## src/rtl/indirect_mem_port.sv

```systemverilog
module indirect_mem_port #(
  parameter int MEM_AW  = 32,
  parameter int PRPH_AW = 16,
  parameter int HOST_AW = 5
) (
  input  logic               clk,
  input  logic               rst_n,
  input  logic               host_wr,
  input  logic               host_rd,
  input  logic [HOST_AW-1:0] host_addr,
  input  logic [31:0]        host_wdata,
  output logic [31:0]        host_rdata,
  output logic               host_rvalid,
  output logic               mem_wr,
  output logic               mem_rd,
  output logic [MEM_AW-1:0]  mem_addr,
  output logic [31:0]        mem_wdata,
  input  logic [31:0]        mem_rdata,
  output logic               prph_wr,
  output logic               prph_rd,
  output logic [PRPH_AW-1:0] prph_addr,
  output logic [3:0]         prph_be,
  output logic [31:0]        prph_wdata,
  input  logic [31:0]        prph_rdata
);
  localparam int IDX_W = HOST_AW - 2;
  localparam logic [IDX_W-1:0] I_MRP = IDX_W'(0);
  localparam logic [IDX_W-1:0] I_MWP = IDX_W'(1);
  localparam logic [IDX_W-1:0] I_MWD = IDX_W'(2);
  localparam logic [IDX_W-1:0] I_MRD = IDX_W'(3);
  localparam logic [IDX_W-1:0] I_PRA = IDX_W'(4);
  localparam logic [IDX_W-1:0] I_PWA = IDX_W'(5);
  localparam logic [IDX_W-1:0] I_PWD = IDX_W'(6);
  localparam logic [IDX_W-1:0] I_PRD = IDX_W'(7);
  localparam logic [1:0] SRC_REG = 2'd0, SRC_MEM = 2'd1, SRC_PRPH = 2'd2;

  function automatic logic [3:0] lanes(input logic [1:0] cnt);
    case (cnt)
      2'd0:    lanes = 4'b0001;
      2'd1:    lanes = 4'b0011;
      2'd2:    lanes = 4'b0111;
      default: lanes = 4'b1111;
    endcase
  endfunction

  logic [MEM_AW-1:0]  mr_ptr, mw_ptr;
  logic [PRPH_AW-1:0] pr_off, pw_off;
  logic [1:0]         pr_cnt, pw_cnt;
  logic               rvalid_q;
  logic [1:0]         src_q;
  logic [31:0]        reg_q;
  logic [3:0]         be_q;
  logic [31:0]        reg_view;

  wire [IDX_W-1:0] idx  = host_addr[HOST_AW-1:2];
  wire             hit  = host_addr[1:0] == 2'b00;
  wire             wr_a = host_wr & hit;
  wire             rd_q = host_rd & ~host_wr;
  wire             rd_a = rd_q & hit;

  wire [7:0] unused_wbits = {host_wdata[31:26], host_wdata[23:22]} ^ 8'(host_wdata[21:PRPH_AW]);

  assign mem_wr     = wr_a && idx == I_MWD;
  assign mem_rd     = rd_a && idx == I_MRD;
  assign mem_addr   = mem_wr ? mw_ptr : mr_ptr;
  assign mem_wdata  = host_wdata;
  assign prph_wr    = wr_a && idx == I_PWD;
  assign prph_rd    = rd_a && idx == I_PRD;
  assign prph_addr  = prph_wr ? pw_off : pr_off;
  assign prph_be    = prph_wr ? lanes(pw_cnt) : lanes(pr_cnt);
  assign prph_wdata = host_wdata;

  always_comb begin
    case (idx)
      I_MRP:   reg_view = 32'(mr_ptr);
      I_MWP:   reg_view = 32'(mw_ptr);
      I_PRA:   reg_view = {6'b0, pr_cnt, 8'b0, 16'(pr_off)};
      I_PWA:   reg_view = {6'b0, pw_cnt, 8'b0, 16'(pw_off)};
      default: reg_view = '0;
    endcase
  end

  always_ff @(posedge clk or negedge rst_n) begin
    if (!rst_n) begin
      mr_ptr <= '0;
      mw_ptr <= '0;
      pr_off <= '0;
      pw_off <= '0;
      pr_cnt <= '0;
      pw_cnt <= '0;
    end else begin
      if (wr_a && idx == I_MRP) mr_ptr <= host_wdata[MEM_AW-1:0];
      if (wr_a && idx == I_MWP) mw_ptr <= host_wdata[MEM_AW-1:0];
      if (wr_a && idx == I_PRA) begin
        pr_off <= host_wdata[PRPH_AW-1:0];
        pr_cnt <= host_wdata[25:24];
      end
      if (wr_a && idx == I_PWA) begin
        pw_off <= host_wdata[PRPH_AW-1:0];
        pw_cnt <= host_wdata[25:24];
      end
      if (mem_wr) mw_ptr <= mw_ptr + 1'b1;
      if (mem_rd) mr_ptr <= mr_ptr + 1'b1;
    end
  end

  always_ff @(posedge clk or negedge rst_n) begin
    if (!rst_n) begin
      rvalid_q <= 1'b0;
      src_q    <= SRC_REG;
      reg_q    <= '0;
      be_q     <= '0;
    end else begin
      rvalid_q <= rd_q;
      src_q    <= mem_rd ? SRC_MEM : prph_rd ? SRC_PRPH : SRC_REG;
      reg_q    <= hit ? reg_view : '0;
      be_q     <= lanes(pr_cnt);
    end
  end

  wire [31:0] lane_mask = {{8{be_q[3]}}, {8{be_q[2]}}, {8{be_q[1]}}, {8{be_q[0]}}};

  assign host_rvalid = rvalid_q;
  assign host_rdata  = !rvalid_q          ? '0 :
                       src_q == SRC_MEM   ? mem_rdata :
                       src_q == SRC_PRPH  ? (prph_rdata & lane_mask) : reg_q;
endmodule


```

## config.mk

```make
export PLATFORM = sky130hd
export DESIGN_NAME = indirect_mem_port
export DESIGN_NICKNAME = d
export VERILOG_FILES = /design/src/rtl/indirect_mem_port.sv
export SDC_FILE = /design/constraint.sdc
export NUM_CORES = 1
export LEC_CHECK = 0
export BUFFER_PORTS_ARGS = -buffer_cell sky130_fd_sc_hd__buf_2
export CORE_MARGIN = 2
export CORE_UTILIZATION = 53
export DETAILED_ROUTE_END_ITERATION = 8
export PLACE_DENSITY_LB_ADDON = 0.08
export SYNTH_ARGS = -nofsm -noshare
export SYNTH_HDL_FRONTEND = slang
export SYNTH_SLANG_ARGS = --single-unit
```

## constraint.sdc

```tcl
create_clock -name clk -period 2.6 [get_ports clk]
set_clock_uncertainty 0.1 [all_clocks]
set_input_delay 0.13 -clock clk [delete_from_list [all_inputs] [get_ports clk]]
set_output_delay 0.13 -clock clk [all_outputs]
set_load 0.01 [all_outputs]
```

* Yosys cells after proc, flatten, opt, wreduce, memory -nomap -nowiden
Cells that the tools add are included.
Widths: inputs -> output; s select.
** Storage, ports and cells
- Output and inout port bits :: 153
- Word-level logic and storage cells :: 60
- Flip-flop bits (word level) :: 139
- Input bits :: 105
** Cells by class
- $add $sub $neg :: 2
- Reduce and logical (&&, ||, !) cells :: 14
- Equal/unequal tests :: 13
- Mux-type cells :: 16
- Bitwise operators :: 5
** Operator list (number)
- $mux 32 :: 9
- $pmux 32 s4 :: 1
- $add 32x1->32 const B :: 2
- $and 32x32->32 :: 1
- $pmux 4 s3 :: 2
- $mux 16 :: 1
- $eq 3x3->1 const B :: 4
- $logic_and 1x1->1 :: 8
- $eq 2x1->1 const B :: 3
- $eq 2x2->1 const B :: 3
- $eq 3x2->1 const B :: 2
- $logic_not 2->1 :: 3
- $mux 2 :: 2
- $mux 4 :: 1
- $reduce_bool 2->1 :: 2
- $and 1x1->1 :: 3
- $eq 3x1->1 const B :: 1
- $logic_not 3->1 :: 1
- $not 1->1 :: 1

* Logic depth before layout (Yosys ltp)
Gate-level depths: netlist of run 1.
- Depth in word-level cells :: 6
- Mapped depth :: 10
- Mapped depth without buffers :: 6

* Worst setup path after synthesis of run 1
OpenSTA, ideal clock, no wires.
- Kind :: reg2reg
- Start :: register mw_ptr[0]
- End :: register mw_ptr[30]
- Library setup time :: 0.137 ns
- Data arrival time :: 1.900 ns
- Slack :: 0.463 ns
- Period minus slack after synthesis :: 2.137 ns
- Required time :: 2.363 ns
- Stages on the path, launching flop included :: 7
- Buffers on the path :: 0
- Cell sequence :: dfrtp_1 -> ha_1 -> nand3_1 -> nor4_1 -> nand2_4 -> o32ai_2 -> a21oi_1
** Between the ends
- Longest elaborated chain between the ends :: 2
** Ends and longest elaborated chain
- start: declaration :: line 46 : logic [MEM_AW-1:0] mr_ptr, mw_ptr;
- start signal: assignment :: line 93 : if (wr_a && idx == I_MWP) mw_ptr <= host_wdata[MEM_AW-1:0];
- start signal: assignment :: line 102 : if (mem_wr) mw_ptr <= mw_ptr + 1'b1;
- $add 32x1->32 :: line 102
- $mux 32 :: line 102
No other way between the ends.
A chain may end at the register's enable or synchronous reset.

* Worst setup path in the final report of run 1
- Start :: input port host_wr
- End :: output port mem_addr[24]
** Between the ends
- Longest elaborated chain between the ends :: 3
** Ends and longest elaborated chain
- start: declaration :: line 8 : input logic host_wr,
- $and 1x1->1 :: line 57 : wire wr_a = host_wr & hit;
- $logic_and 1x1->1 :: line 63 : assign mem_wr = wr_a && idx == I_MWD;
- $mux 32 :: line 65 : assign mem_addr = mem_wr ? mw_ptr : mr_ptr;
- end: declaration :: line 16 : output logic [MEM_AW-1:0] mem_addr,
No other way between the ends.

==> reports/metrics.csv, run 1 <==
metric,value,unit
outcome,finished with violations,
failing checks,DRC,
Setup Total Neg Slack,0,ps
Buf/Inv on CP,5,
origin of the critical flop-to-flop path,mr_ptr[3],
Critical Path Stages,9,
Max Cap Viol,0,
R2R depth,5,
Area after DPL,10100,µm²
CP Capture Type,primary output,
Yosys top cell area share,0.3855,
RR Endpoint,mr_ptr[29],
starting DRC count in detailed routing,1209,
Post-Syn Area,9022,µm²
yosys warns,0,
GPL Wtd Cong,0.9498,
most frequent CP cell,buf_2,
Min-Delay Path Class,input port to register,
CTS buffer count,17,
largest net degree at the start of global routing,67,
synthesis-stage register bit count,139,
Post-Syn Instances,1022,
GR Util All Layers,0.3368,
"commonest cells after routing, fill and taps aside","buf_2 (255), dfrtp_1 (137), nand2_1 (136)",
H-tree levels,4,
ant diodes,0,
ANT nets after route,0,
Slowest cell on crit path,dlygate4sd3_1,
DR vias/cell,6.287,
# DRC,5,
vias in the first global route,8392,
full die area,18080,µm²
clock root cell,clkbuf_16,
Tmin final,2564,ps
R2R setup slack,320,ps
PortBufs,256,
gr ovfl total,0,
DIE HEIGHT,134.5,µm
Row Count,47,
initial core utilization,0.5441,
Clock Sinks,139,
leakage,4.996,nW
fin area,11120,µm²
clock slew seen by the registers of the worst setup and hold paths,60,ps
Area Overhead vs Synth,23.23,%
Syn Area/Cell,8.828,µm²
total number of vias,9191,
Slew Limit Fails,0,
Tot Pwr,7.235,mW
crit-path cells,"dlygate4sd3_1, buf_2, or3b_4, or3_4, inv_4, buf_12, nand2_1, o21ai_0, buf_2",
core area,16580,µm²
Layout fillers,1406,
initial antenna violation count,0,
Hold Worst Slack,27.15,ps
part of the cycle the worst path needs,0.9860,
CP Max Fanout,17,
CP startpoint,host_wr,
HPWL after detailed placement,21920,µm
Post-Route WL,30930,µm
fmax,0.3901,GHz
share of cells above drive strength 1,0.3285,
Setup-failing EPs final,0,
top post-synthesis cells by area,"dfrtp_1 (39%), mux2_2 (6.4%), buf_4 (5.9%), nand2_1 (5.7%), a22oi_1 (5.0%)",
first-pass GRT wire length,47030,µm
delay of the slowest critical-path stage,520,ps
Worst-Margin Slew,1009,ps
peak supply drop,0.3980,mV
Async SR Flop Fraction,1.000,
RSZ-0062 raised after global routing,yes,
critical path class,input port to primary output,
per-cell routed wire length,21.16,µm
critical path required time,2370,ps
pre-CTS worst setup slack,396.0,ps
CTS tree,yes,
"Hold Vio Cnt, Final",0,
Synth area leader,dfrtp_1,
CP startpoint kind,input port,
"Arr. time, crit path",2330,ps
Synth cell types,66,
Nets,1336,
"Clk Latency, worst-skew pair",430,ps
hold depth,2,
"delay-heaviest family, CP",buffers and inverters,
Setup crit end,mem_addr[24],
Ports,258,
Power Dens Cells,650.7,nW/µm²
post-route setup slack,36.41,ps
"Seq/Total Area, Yosys",0.3855,
"commonest non-fill, non-tap cell in the layout",buf_2,
Max Buffers Root-to-Sink,2,
dominant synthesized flop cell,dfrtp_1,
post-CTS setup buffer count,0,
die width,134.5,µm
First-pass DRT Iterations,9,
relative slew slack,0.3249,
Post-synth EDFFs,0,
## worst min-delay path by stage
stage / startpoint / end
finish: host_wdata[8] / mr_ptr[8]
global route: host_wdata[0] / pr_off[0]
CTS: host_wdata[8] / pw_off[8]
detailed placement: rst_n / mw_ptr[5]
global placement: rst_n / mw_ptr[5]
floorplan: rst_n / be_q[0]
## layer usage
metal,track usage,vias up,part of all wire
li1,-,4140,-
met1,0.4850,4368,0.42
met2,0.4997,604,0.44
met3,0.09722,79,0.12
met4,0.09064,0,0.023
met5,0,-,0
## timing repair
| action | 4_1_cts | 5_1_grt |
|---|---|---|
| hold endpoints to repair | 137 | 0 |
| resized for setup | 0 | 3 |
| setup endpoints to repair | 0 | 32 |
| hold buffers | 36 | 0 |
## stage by stage
stage               cells  utilization
floorplan            1023            -
global placement     1392       0.6091
detailed placement   1392       0.6091
CTS                  1460       0.6670
global route         1462       0.6704
finish               1462       0.6704
## worst reg2reg max path, stage by stage, from the launching register on
cell,delay [ps]
dfrtp_1,520
nand4_4,200
or4_1,640
nor4_1,430
o21a_1,160
o21ai_0,90
## cells by family (layout without fill, tap and decap cells)
family,Yosys count,in the layout,share of synthesized area
compound gates,284,284,0.2208
xor+xnor,1,1,0.0009709
fa+ha+maj,2,2,0.002773
buf+inv,165,384,0.1041
flops,139,139,0.3855
mux,85,85,0.1014
other cells,1,2,0.0004156
simple gates,345,345,0.1840
## final cells by class
cell class | count | area, µm² | share of cell area
clock inverter | 14 | 160.2 | 0.01440
inverter | 15 | 58.81 | 0.005289
tap | 220 | 275.3 | 0.02476
multi-input combinational | 719 | 4633 | 0.4167
sequential | 139 | 3481 | 0.3131
clock buffer | 18 | 439.2 | 0.03950
timing repair buffer | 337 | 2071 | 0.1862
## state kept, by name, indices dropped and copies added, names as in the netlist
register,cells
be_q,4
host_rvalid,1
mr_ptr,32
mw_ptr,32
pr_cnt,2
pr_off,16
pw_cnt,2
pw_off,16
reg_q,32
src_q,2
## synthesized netlist by cell type (4+ instances only)
cell	number
dfrtp_1	139
nand2_1	136
buf_4	71
nor2_1	69
a22oi_1	60
a21oi_1	53
mux2_2	51
clkbuf_1	44
a211oi_1	40
mux2i_1	34
o21ai_0	33
a221oi_1	32
nand3_1	28
buf_2	26
nor3_1	24
nand4_1	21
inv_1	14
and2_1	12
o22ai_1	12
and3_1	10
a311oi_1	8
and4_1	8
a31oi_1	6
or3_1	6
buf_1	5
nor4_1	5
o211ai_1	5
o21a_1	5
a32oi_1	4
or4_1	4
## power breakdown
part           total, mW  switching (mW)  leakage, nW  internal, mW
combinational       1.63           0.882         2.95         0.747
sequential          3.13           0.579         1.76          2.55
clock               2.48            1.02        0.281          1.46
total               7.23            2.49         5.00          4.75
(Power assumes the default switching activity.)
==> inputs of run 2 (changes only) <==
--- a/config.mk
+++ b/config.mk
@@ -9,7 +9,7 @@
 export CORE_MARGIN = 2
 export CORE_UTILIZATION = 53
 export DETAILED_ROUTE_END_ITERATION = 8
-export PLACE_DENSITY_LB_ADDON = 0.08
+export PLACE_DENSITY_LB_ADDON = 0.05
 export SYNTH_ARGS = -nofsm -noshare
 export SYNTH_HDL_FRONTEND = slang
 export SYNTH_SLANG_ARGS = --single-unit
==> reports/metrics.csv, run 2 (synthesized netlist as in run 1, its figures left out) <==
metric,value,unit,change
gr ovfl total,0,,unchanged
"delay-heaviest family, CP",buffers and inverters,,unchanged
HPWL after detailed placement,21670,µm,was 21920 µm
Slew Limit Fails,0,,unchanged
critical path required time,2370,ps,about the same
most frequent CP cell,buf_2,,unchanged
critical path class,input port to primary output,,unchanged
pre-CTS worst setup slack,221.0,ps,was 396.0 ps
Power Dens Cells,651.0,nW/µm²,was 650.7 nW/µm²
Slowest cell on crit path,dlygate4sd3_1,,unchanged
Largest regs,"mr_ptr x32, mw_ptr x32, reg_q x32",,unchanged
CP startpoint kind,input port,,unchanged
Clock Sinks,139,,unchanged
Row Count,47,,unchanged
outcome,"finished, final reports clean",,was finished with violations
core area,16580,µm²,unchanged
"commonest cells after routing, fill and taps aside","buf_2 (255), dfrtp_1 (137), nand2_1 (136)",,unchanged
fin area,11060,µm²,was 11120 µm²
"Arr. time, crit path",2270,ps,was 2330 ps
largest net degree at the start of global routing,65,,was 67
Max Cap Viol,0,,unchanged
peak supply drop,0.4439,mV,was 0.3980 mV
RSZ-0062 raised after global routing,no,,was yes
ANT nets after route,0,,unchanged
Setup-failing EPs final,0,,unchanged
GPL Wtd Cong,0.9282,,was 0.9498
Worst-Margin Slew,796.8,ps,was 1009 ps
"Clk Latency, worst-skew pair",420,ps,was 430 ps
Tot Pwr,7.202,mW,was 7.235 mW
Ports,258,,unchanged
initial antenna violation count,0,,unchanged
"commonest non-fill, non-tap cell in the layout",buf_2,,unchanged
Hold Worst Slack,23.06,ps,was 27.15 ps
CTS buffer count,17,,unchanged
H-tree levels,4,,unchanged
ant diodes,0,,unchanged
clock slew seen by the registers of the worst setup and hold paths,60,ps,about the same
Sw Ratio,0.3278,,was 0.3436
CP Max Fanout,27,,was 17
initial core utilization,0.5441,,unchanged
PortBufs,256,,unchanged
first-pass GRT wire length,46960,µm,was 47030 µm
share of cells above drive strength 1,0.3255,,was 0.3285
Tmin final,2496,ps,was 2564 ps
Nets,1332,,was 1336
First-pass DRT Iterations,6,,was 9
fmax,0.4006,GHz,was 0.3901 GHz
Max Buffers Root-to-Sink,2,,unchanged
die width,134.5,µm,unchanged
part of the cycle the worst path needs,0.9601,,was 0.9860
vias in the first global route,8291,,was 8392
"Hold Vio Cnt, Final",0,,unchanged
final non-filler cell total,1458,,was 1462
crit-path cells,"dlygate4sd3_1, buf_2, nand2b_1, or3_1, inv_4, buf_12, buf_4, nand2_1, o21ai_0, buf_2",,"was dlygate4sd3_1, buf_2, or3b_4, or3_4, inv_4, buf_12, nand2_1, o21ai_0, buf_2"
Min-Delay Path Class,input port to register,,unchanged
Area Overhead vs Synth,22.62,%,was 23.23%
GR Util All Layers,0.3353,,was 0.3368
Inst Count DP,1392,,unchanged
Util after Layout,0.6671,,was 0.6704
# DRC,0,,was 5
Buf/Inv on CP,6,,was 5
CTS tree,yes,,unchanged
Layout fillers,1391,,was 1406
CP Capture Type,primary output,,unchanged
post-CTS setup buffer count,0,,unchanged
post-route setup slack,103.8,ps,was 36.41 ps
delay of the slowest critical-path stage,530,ps,was 520 ps
full die area,18080,µm²,unchanged
per-cell routed wire length,21.06,µm,was 21.16 µm
DIE HEIGHT,134.5,µm,unchanged
total number of vias,9205,,was 9191
Setup Total Neg Slack,0,ps,unchanged
relative slew slack,0.4688,,was 0.3249
sequential power share,0.434,,was 0.432
Post-Route WL,30710,µm,was 30930 µm
starting DRC count in detailed routing,1041,,was 1209
Clock power frac,0.346,,was 0.343
Area after DPL,10110,µm²,was 10100 µm²
DR vias/cell,6.313,,was 6.287
internal power,4.841,mW,was 4.749 mW
Logic pwr share,0.219,,was 0.225
Switch Pwr,2.361,mW,was 2.486 mW
clock root cell,clkbuf_16,,unchanged
leakage,4.979,nW,was 4.996 nW
run 2: changes by cell type in the layout (fill, tap and decap cells not counted), sizes merged:
cell         previous run  this run
inv                    20        16
clkbuf                 20        22
dlygate4sd3            36        34
bufinv                  2         3
clkinvlp                4         3
run 2: path summary, 6_finish.rpt:
| path | from | endpoint | slack [ps] | cells after the start |
|---|---|---|---|---|
| setup / recovery | host_addr[4] | mem_addr[29] | 100 | 10 |
| hold / removal | host_wdata[0] | pw_off[0] | 20 | 2 |
| setup reg to reg | mr_ptr[8] | mr_ptr[29] | 300 | 5 |
| hold reg to reg | pr_cnt[1] | be_q[2] | 380 | 0 |
| max in group asynchronous | rst_n | pr_off[2] | 1480 | 3 |
| min in group asynchronous | rst_n | mr_ptr[5] | 170 | 2 |
run 2: power by group through the flow:
stage                     Combinational, mW  Sequential [mW]  Clock [mW]
after floorplan                        1.09             2.88           0
after global placement                 1.50             3.13           0
after detailed placement               1.52             3.14           0
after CTS                              1.57             3.10        2.51
after global routing                   1.74             3.19        2.60
final                                  1.58             3.13        2.50
run 2: per-layer routing:
metal	share of wire	track usage	up-vias	routed length, µm
li1	-	-	4141	-
met1	0.43	0.4974	4430	13140
met2	0.45	0.5071	573	13760
met3	0.10	0.06419	61	3172
met4	0.021	0.08538	0	635
met5	0	0	-	0
run 2: area by class of cell:
cell class	instances	area [µm²]	share of cell area
sequential	139	3481	0.3146
multi-input combinational	719	4631	0.4186
clock inverter	10	140.1	0.01267
timing repair buffer	333	2013	0.1820
clock buffer	22	464.2	0.04196
tap	220	275.3	0.02488
inverter	15	58.81	0.005316
run 2: what timing repair did:
| item | CTS | global route |
|---|---|---|
| setup endpoints to repair | 0 | 4 |
| hold buffers | 34 | 0 |
| endpoints found under the hold margin | 128 | 0 |
| resized for setup | 0 | 2 |
==> inputs of run 3 (changes only) <==
--- a/config.mk
+++ b/config.mk
@@ -7,7 +7,7 @@
 export LEC_CHECK = 0
 export BUFFER_PORTS_ARGS = -buffer_cell sky130_fd_sc_hd__buf_2
 export CORE_MARGIN = 2
-export CORE_UTILIZATION = 53
+export CORE_UTILIZATION = 50
 export DETAILED_ROUTE_END_ITERATION = 8
 export PLACE_DENSITY_LB_ADDON = 0.05
 export SYNTH_ARGS = -nofsm -noshare
==> reports/metrics.csv, run 3 (synthesized netlist as in run 1, its figures left out) <==
metric,value,unit,change
outcome,"finished, final reports clean",,unchanged
first-pass GRT wire length,47640,µm,was 46960 µm
Nets,1333,,was 1332
initial core utilization,0.5057,,was 0.5441
DR vias/cell,6.151,,was 6.313
most frequent CP cell,buf_2,,unchanged
Row Count,49,,was 47
Layout fillers,1583,,was 1391
RSZ-0062 raised after global routing,no,,unchanged
die width,138.3,µm,was 134.5 µm
CTS buffer count,17,,unchanged
per-cell routed wire length,21.03,µm,was 21.06 µm
critical path required time,2370,ps,about the same
clock root cell,clkbuf_16,,unchanged
"Arr. time, crit path",2240,ps,was 2270 ps
relative slew slack,0.5079,,was 0.4688
CTS tree,yes,,unchanged
Inst Count DP,1399,,was 1392
"Hold Vio Cnt, Final",0,,unchanged
Max Buffers Root-to-Sink,2,,unchanged
CP startpoint,host_addr[4],,unchanged
CP startpoint kind,input port,,unchanged
Hold Startpoint,host_wdata[0],,unchanged
Power Dens Cells,641.5,nW/µm²,was 651.0 nW/µm²
Setup-failing EPs final,0,,unchanged
Max Cap Viol,0,,unchanged
Critical Path Stages,9,,was 10
critical path class,input port to primary output,,unchanged
Min-Delay Path Class,input port to register,,unchanged
pre-CTS worst setup slack,233.9,ps,was 221.0 ps
"delay-heaviest family, CP",buffers and inverters,,unchanged
Area Overhead vs Synth,22.45,%,was 22.62%
full die area,19140,µm²,was 18080 µm²
starting DRC count in detailed routing,998,,was 1041
GPL Wtd Cong,0.9188,,was 0.9282
post-route setup slack,127.4,ps,was 103.8 ps
Slew Limit Fails,0,,unchanged
Tmin final,2473,ps,was 2496 ps
core area,17840,µm²,was 16580 µm²
Slowest cell on crit path,dlygate4sd3_1,,unchanged
GR Util All Layers,0.3167,,was 0.3353
Ports,258,,unchanged
clock slew seen by the registers of the worst setup and hold paths,60,ps,about the same
Worst-Margin Slew,737.4,ps,was 796.8 ps
fmax,0.4044,GHz,was 0.4006 GHz
gr ovfl total,0,,unchanged
Post-Route WL,30870,µm,was 30710 µm
# DRC,0,,unchanged
PortBufs,256,,unchanged
DIE HEIGHT,138.3,µm,was 134.5 µm
Setup Total Neg Slack,0,ps,unchanged
RR Endpoint,mr_ptr[21],,was mr_ptr[29]
multi-input gate area in the final layout,4631,µm²,unchanged
CP Max Fanout,11,,was 27
Tot Pwr,7.087,mW,was 7.202 mW
total number of vias,9030,,was 9205
final non-filler cell total,1468,,was 1458
R2R depth,5,,unchanged
ANT nets after route,0,,unchanged
Clock Sinks,139,,unchanged
Reg area,3481,µm²,unchanged
delay of the slowest critical-path stage,540,ps,was 530 ps
ant diodes,0,,unchanged
Buf/Inv on CP,5,,was 6
crit-path cells,"dlygate4sd3_1, buf_2, nand2b_1, or3_1, inv_2, buf_4, nand2_1, o21ai_0, buf_2",,"was dlygate4sd3_1, buf_2, nand2b_1, or3_1, inv_4, buf_12, buf_4, nand2_1, o21ai_0, buf_2"
largest net degree at the start of global routing,61,,was 65
H-tree levels,4,,unchanged
leakage,4.968,nW,was 4.979 nW
First-pass DRT Iterations,6,,unchanged
peak supply drop,0.4476,mV,was 0.4439 mV
"commonest cells after routing, fill and taps aside","buf_2 (255), dfrtp_1 (137), nand2_1 (136)",,unchanged
Setup crit end,mem_addr[24],,was mem_addr[29]
HPWL after detailed placement,22170,µm,was 21670 µm
share of cells above drive strength 1,0.3261,,was 0.3255
"commonest non-fill, non-tap cell in the layout",buf_2,,unchanged
part of the cycle the worst path needs,0.9510,,was 0.9601
"Clk Latency, worst-skew pair",430,ps,was 420 ps
origin of the critical flop-to-flop path,mr_ptr[3],,was mr_ptr[8]
R2R setup slack,330,ps,was 300 ps
vias in the first global route,8101,,was 8291
CP Capture Type,primary output,,unchanged
Largest regs,"mr_ptr x32, mw_ptr x32, reg_q x32",,unchanged
initial antenna violation count,0,,unchanged
## run 3: cell count changes in the layout (fill, tap and decap cells not counted), sizes merged
| cell | change |
|---|---|
| clkbuf | -4 |
| clkinv | +4 |
| dlygate4sd3 | +3 |
| inv | +3 |
| bufinv | -2 |
| buf | -2 |
| clkinvlp | -1 |
## run 3: worst min-delay path by stage
| stage | endpoint | slack [ps] | depth (start not counted) |
|---|---|---|---|
| floorplan | be_q[0] | -270 | 0 |
| global placement | mw_ptr[1] | 40 | 1 |
| detailed placement | mw_ptr[1] | 40 | 1 |
| CTS | mw_ptr[0] | 10 | 3 |
| global route | pw_off[0] | 30 | 2 |
| finish | mw_ptr[0] | 20 | 3 |
## run 3: area by class of cell
cell class / count / area share
sequential: 139 / 0.3151
inverter: 15 / 0.005096
timing repair buffer: 334 / 0.1824
clock buffer: 18 / 0.03975
multi-input combinational: 719 / 0.4191
tap: 229 / 0.02593
clock inverter: 14 / 0.01257
## run 3: routing by layer
layer / global-route usage / up-vias / wire, µm
li1: - / 4159 / -
met1: 0.4762 / 4332 / 13850
met2: 0.4612 / 487 / 13470
met3: 0.06200 / 52 / 2898
met4: 0.09989 / 0 / 650
met5: 0 / - / 0
## run 3: through the flow
| stage | instance area (µm²) | hold slack [ps] | utilization |
|---|---|---|---|
| 3_3_place_gp | 10100 | 41.87 | 0.5660 |
| 3_5_place_dp | 10100 | 42.53 | 0.5660 |
| 5_1_grt | 11050 | 28.88 | 0.6193 |
| 4_1_cts | 11050 | 13.76 | 0.6191 |
| 2_1_floorplan | 9026 | -265.6 | - |
| 6_report | 11050 | 23.87 | 0.6193 |
## run 3: report_power, final
group	internal (mW)	leakage [nW]	total (mW)	switching (mW)
combinational	0.734	2.93	1.59	0.856
sequential	2.55	1.76	3.12	0.578
clock	1.36	0.281	2.37	1.01
total	4.64	4.97	7.09	2.44
## run 3: timing repair
action                                  4_1_cts  5_1_grt
hold buffers                                 37        0
endpoints found under the hold margin       137        0
buffers inserted                              0        0
endpoints found under the setup margin        0        2
resized for setup                             0        1
## run 3: worst register-to-register path: cells and delay by family, from the launching register on
kind             cells  cell delay, ps
AND/OR/NAND/NOR      5            1540
flip-flops           1             530
